<file path="src/rtl/wis_pkg.sv">
package wis_pkg;

  localparam int NPIPE = 5;

  // Pipe indices used for the dispatch and busy vectors
  localparam int P_FP  = 0;
  localparam int P_INT = 1;
  localparam int P_SFU = 2;
  localparam int P_TC  = 3;
  localparam int P_LS  = 4;

  typedef enum logic [2:0] {
    CLS_FP32   = 3'd0,
    CLS_INT    = 3'd1,
    CLS_SFU    = 3'd2,
    CLS_TENSOR = 3'd3,
    CLS_LDST   = 3'd4
  } wis_cls_e;

  // Codes above the last defined class carry no work
  function automatic logic cls_reserved(input logic [2:0] cls);
    return cls > 3'd4;
  endfunction

  // Choose the target pipe for a class, given which pipes are free
  function automatic logic [NPIPE-1:0] pick_pipe(input logic [2:0] cls,
                                                 input logic [NPIPE-1:0] free,
                                                 input logic hyb);
    logic [NPIPE-1:0] g;
    g = '0;
    case (cls)
      CLS_FP32: begin
        if (free[P_FP])              g[P_FP]  = 1'b1;
        else if (hyb && free[P_INT]) g[P_INT] = 1'b1;
      end
      CLS_INT:    if (free[P_INT]) g[P_INT] = 1'b1;
      CLS_SFU:    if (free[P_SFU]) g[P_SFU] = 1'b1;
      CLS_TENSOR: if (free[P_TC])  g[P_TC]  = 1'b1;
      CLS_LDST:   if (free[P_LS])  g[P_LS]  = 1'b1;
      default:    g = '0;
    endcase
    return g;
  endfunction

endpackage

</file>
<file path="src/rtl/wis_countdown.sv">
module wis_countdown #(
  parameter int OCC = 2,
  parameter int CW  = 3
) (
  input  logic clk,
  input  logic rst_n,
  input  logic grant,
  output logic busy
);

  localparam logic [CW-1:0] RELOAD = CW'(OCC - 1);

  logic [CW-1:0] cnt;
  logic [CW-1:0] cnt_nx;

  function automatic logic [CW-1:0] step(input logic [CW-1:0] cur, input logic ld);
    if (ld)        return RELOAD;
    if (cur != '0) return cur - CW'(1);
    return cur;
  endfunction

  always_comb cnt_nx = step(cnt, grant);

  always_ff @(posedge clk or negedge rst_n) begin
    if (!rst_n) cnt <= '0;
    else        cnt <= cnt_nx;
  end

  assign busy = (cnt != '0);

  // the router never grants an occupied pipe
  a_r3_no_grant_while_busy: assert property (@(posedge clk) disable iff (!rst_n)
    busy |-> !grant);

  // a grant opens a full occupancy window
  a_r3_reload: assert property (@(posedge clk) disable iff (!rst_n)
    grant |=> (cnt == RELOAD));

  // an open window shrinks by one each cycle
  a_r6_count_down: assert property (@(posedge clk) disable iff (!rst_n)
    (busy && !grant) |=> (cnt == $past(cnt) - CW'(1)));

endmodule

</file>
<file path="src/rtl/wis_route.sv">
module wis_route
  import wis_pkg::*;
(
  input  logic             in_valid,
  input  logic [2:0]       in_cls,
  input  logic             hybrid_en,
  input  logic [NPIPE-1:0] pipe_busy,
  output logic [NPIPE-1:0] grant,
  output logic             accept,
  output logic             stall
);

  logic [NPIPE-1:0] pipe_free;
  logic [NPIPE-1:0] want;
  logic             drop_code;

  assign pipe_free = ~pipe_busy;
  assign want      = pick_pipe(in_cls, pipe_free, hybrid_en);
  assign drop_code = cls_reserved(in_cls);

  assign grant  = in_valid ? want : '0;
  assign accept = in_valid && ((|grant) || drop_code);
  assign stall  = in_valid && !accept;

endmodule

</file>
<file path="src/rtl/warp_issue_sched.sv">
module warp_issue_sched
  import wis_pkg::*;
#(
  parameter int OCC_FP32   = 2,
  parameter int OCC_INT    = 2,
  parameter int OCC_SFU    = 8,
  parameter int OCC_TENSOR = 8,
  parameter int OCC_LDST   = 2
) (
  input  logic       clk,
  input  logic       rst_n,
  input  logic       hybrid_en,
  input  logic       in_valid,
  input  logic [2:0] in_cls,
  output logic       in_ready,
  output logic [4:0] dispatch,
  output logic       stall,
  output logic [4:0] busy
);

  function automatic int occ_of(input int p);
    case (p)
      P_FP:    return OCC_FP32;
      P_INT:   return OCC_INT;
      P_SFU:   return OCC_SFU;
      P_TC:    return OCC_TENSOR;
      default: return OCC_LDST;
    endcase
  endfunction

  function automatic int occ_max();
    int m;
    m = 1;
    for (int p = 0; p < NPIPE; p++) if (occ_of(p) > m) m = occ_of(p);
    return m;
  endfunction

  localparam int OCC_MAX = occ_max();
  localparam int CW      = (OCC_MAX > 1) ? $clog2(OCC_MAX) : 1;

  logic [NPIPE-1:0] grant;
  logic [NPIPE-1:0] pipe_busy;
  logic             accept;
  logic             stall_w;

  wis_route u_route (
    .in_valid  (in_valid),
    .in_cls    (in_cls),
    .hybrid_en (hybrid_en),
    .pipe_busy (pipe_busy),
    .grant     (grant),
    .accept    (accept),
    .stall     (stall_w)
  );

  for (genvar gp = 0; gp < NPIPE; gp++) begin : g_pipe
    wis_countdown #(.OCC(occ_of(gp)), .CW(CW)) u_cd (
      .clk   (clk),
      .rst_n (rst_n),
      .grant (grant[gp]),
      .busy  (pipe_busy[gp])
    );
  end

  assign in_ready = accept;
  assign dispatch = grant;
  assign stall    = stall_w;
  assign busy     = pipe_busy;

  // one dispatch per clock at most
  a_r1_single_dispatch: assert property (@(posedge clk) disable iff (!rst_n)
    $onehot0(dispatch));

  // a stalled head moves nothing
  a_r5_stall_quiet: assert property (@(posedge clk) disable iff (!rst_n)
    stall |-> (dispatch == '0 && !in_ready));

  // no stall without a head instruction
  a_r11_idle_no_stall: assert property (@(posedge clk) disable iff (!rst_n)
    !in_valid |-> !stall);

  // reserved codes pass through without work
  a_r9_reserved_pass: assert property (@(posedge clk) disable iff (!rst_n)
    (in_valid && in_cls > 3'd4) |-> (in_ready && dispatch == '0));

  // pipe 0 only ever takes FP32 work
  a_r2_fp_pipe_class: assert property (@(posedge clk) disable iff (!rst_n)
    dispatch[P_FP] |-> (in_cls == CLS_FP32));

  // outside mixed mode pipe 1 only takes INT work
  a_r8_int_pipe_class: assert property (@(posedge clk) disable iff (!rst_n)
    (dispatch[P_INT] && !hybrid_en) |-> (in_cls == CLS_INT));

endmodule

</file>
<file path="config.mk">
export PLATFORM = sky130hd
export DESIGN_NAME = warp_issue_sched
export DESIGN_NICKNAME = d
export VERILOG_FILES = /design/src/rtl/wis_pkg.sv /design/src/rtl/wis_countdown.sv /design/src/rtl/wis_route.sv /design/src/rtl/warp_issue_sched.sv
export SDC_FILE = /design/constraint.sdc
export NUM_CORES = 1
export LEC_CHECK = 0
export CORE_MARGIN = 8
export CORE_UTILIZATION = 40
export DETAILED_ROUTE_END_ITERATION = 12
export PLACE_DENSITY = 0.63
export SKIP_LAST_GASP = 1
export SYNTH_ARGS = -nofsm -noshare
export SYNTH_HDL_FRONTEND = slang
export SYNTH_SLANG_ARGS = --single-unit
</file>
<file path="constraint.sdc">
create_clock -name clk -period 2.2 [get_ports clk]
set_input_delay 0.33 -clock clk [delete_from_list [all_inputs] [get_ports clk]]
set_output_delay 0.33 -clock clk [all_outputs]
set_load 0.1 [all_outputs]
</file>
==> qor.csv <==
metric;value;unit
outcome;finished, violations left;
violations;setup timing;
totalWireLength;2.02;mm
dp_cells;142;
clock-sinks;15;
slowest_delay;0.43;ns
area_delta_synth_final;47.5;%
place_congestion;0.802;
min_period_over_period;106;%
cts_max_level;1;
syn_avg_cell_area;9.35;um^2
drc;0;
clk_pin_slew;0.11;ns
critical-path-top-delay-family;compound AO/OA/AOI/OAI gates;
die_y;63.9;um
dp_hpwl;1.47;mm
power.density;1150;mW/mm^2
largest_reg_flops;15;
reg.largest.list;g_pipe.u_cd.cnt (15);
relSlewSlack;55.5;%
hp-class;in -> async;
cts_tree;built;
grt_pass1_wl;3.36;mm
ys_seq_area_share;41.0;%
yosysTopAreaCellShare;41.0;%
yosysTopAreaCell;dfrtp_1;
n_fill_cell;186;
clk-insertion-delay-late;0.30;ns
yosysWarnings;0;
grt_overflow;0;
place.port_buffers;18;
synthArstFlopShare;100;%
crit_buf_inv;1;
firstDrtPassIters;4;
synth_top_cells_by_area;dfrtp_1 (41%), buf_4 (8.2%), ha_1 (8.2%), nand2_1 (6.1%), inv_1 (5.3%);
hold_viol_final;0;
clock_path_buffers;2;
ios;19;
power;0.00155;W
first_iter_violations;12;
period_minus_slack;2.34;ns
setup_viol;2;
syn_inst;98;
track_usage;10.4;%
syn-cell-area;916;um^2
antenna_found_initial;0;
grt_max_degree;16;
cp.arrival;2.01;ns
postCtsHoldBufs;0;
final_nets;141;
synth-edff-count;0;
multi_input_area;458;um^2
root_buffer;clkbuf_4;
crit_chain;or3_4, a21oi_4, nor4_4, o41a_2, buf_12;
p_leak;0.682;nW
endpoint_kind;primary output;
drive_gt1_share;35.4;%
drv_cap;0;
start_util;41.8;%
tightest_slew;0.665;ns
antenna_left;0;
crit_fanout;3;
finalWorstSetupSlack;-0.142;ns
rsz0062_at_grt;yes;
cts_made_buffers;3;
regArea;375;um^2
regMostFlops;g_pipe.u_cd.cnt;
whs;0.419;ns
worstPathRequired;1.87;ns
die_area;0.00408;mm^2
dr_total_vias;763;
critPathSlowestCell;or3_4;
criticalPathCategory;reg -> out;
synth_cell_types;27;
dieWidth;63.9;um
first_global_vias;804;
skew;0.0142;ns
slew_violations;0;
timing.fmax;427;MHz
core_area;0.00219;mm^2
stdcell_count;155;
synthFlopType;dfrtp_1;
row_count;17;
viasPerCell;4.92;
syn_nets;111;
ir_drop;0.000934;V
yosys_register_bits;15;
synth_common_cells;dfrtp_1 (15), nand2_1 (15), inv_1 (13);
antenna_cells;0;
crit_path_start_kind;flip-flop;
post_drt_wl_per_cell;13.0;um
cell usage in the layout, fill, tap and decap left out:
master / n
a21o_1: 1
nand2_1: 15
o21ai_0: 1
clkdlybuf4s50_1: 4
buf_4: 19
buf_12: 10
a21oi_4: 1
dlygate4sd2_1: 1
mux2i_1: 1
mux2_2: 1
a211o_1: 2
ha_1: 5
and4bb_2: 1
nor2b_1: 4
o41a_2: 1
inv_1: 12
o211ai_1: 1
dfrtp_1: 15
nor4_4: 2
xor2_1: 1
nor3_1: 1
nor2_2: 1
or3_4: 2
ha_2: 1
clkbuf_4: 3
nor2_1: 6
a211oi_1: 1
a32o_1: 1
clkinvlp_4: 1
inv_2: 1
nand4_1: 2
nand2b_1: 4
nor3_2: 1
o2bb2ai_1: 1
dlymetal6s2s_1: 1
xnor2_1: 2
cell families after synthesis:
kind of cell	after synthesis	synth area share, %
and+or+nand+nor	39	22.9
buffers and inverters	23	13.5
DFF	15	41.0
AOI/OAI and AO/OA	10	9.15
adders and majority gates	6	8.20
xor gates and xnor gates	3	2.87
muxes	2	2.32
metal layers:
layer  wire [um]  global-route usage [%]
met3          83                    2.61
met5           0                       0
met1         768                    9.95
met2        1110                    19.3
met4          59                    6.96
final timing paths:
check / end / startpoint / depth (start not counted) / slack [ns]
max in group asynchronous: g_pipe[3].u_cd.cnt[2]$_DFFE_PN0P_ / rst_n / 1 / 1.34
min: g_pipe[4].u_cd.cnt[1]$_DFFE_PN0P_ / rst_n / 1 / 0.42
max: in_ready / g_pipe[0].u_cd.cnt[1]$_DFFE_PN0P_ / 5 / -0.14
min in group clk: g_pipe[2].u_cd.cnt[1]$_DFFE_PN0P_ / g_pipe[2].u_cd.cnt[1]$_DFFE_PN0P_ / 2 / 0.50
max reg2reg: g_pipe[4].u_cd.cnt[1]$_DFFE_PN0P_ / g_pipe[4].u_cd.cnt[0]$_DFFE_PN0P_ / 7 / 0.48
min reg2reg: g_pipe[2].u_cd.cnt[1]$_DFFE_PN0P_ / g_pipe[2].u_cd.cnt[1]$_DFFE_PN0P_ / 2 / 0.50
metrics by stage:
step                util, %  setup slack, ns  cell area [um^2]  setup TNS [ns]
CTS                    59.7           -0.117              1310          -0.230
global placement       55.3           0.0286              1210               0
global route           61.7           -0.204              1350          -0.343
floorplan                 -            0.125               917               0
finish                 61.7           -0.142              1350          -0.223
detailed placement     55.3           0.0173              1210               0
power by group:
group	internal, W	leakage [nW]	switching [W]
Sequential	0.000355	0.193	0.0000419
Combinational	0.000393	0.475	0.000587
Clock	0.0000693	0.0139	0.000105
Total	0.000817	0.682	0.000734
final cells by class:
type | instances | area share, %
Clock buffer | 3 | 1.67
Tap cell | 28 | 2.59
Timing Repair Buffer | 35 | 29.9
Clock inverter | 1 | 0.556
Inverter | 13 | 3.61
Multi-Input combinational cell | 60 | 33.9
Sequential cell | 15 | 27.8
timing repair:
item | in CTS | in global routing
resized for setup | 5 | 5
pin swaps | 3 | 2
hold endpoints to repair | 0 | 0
cloned | 0 | 0
buffers inserted | 6 | 3
endpoints found under the setup margin | 3 | 6
Power figures use the tool's default switching activity.
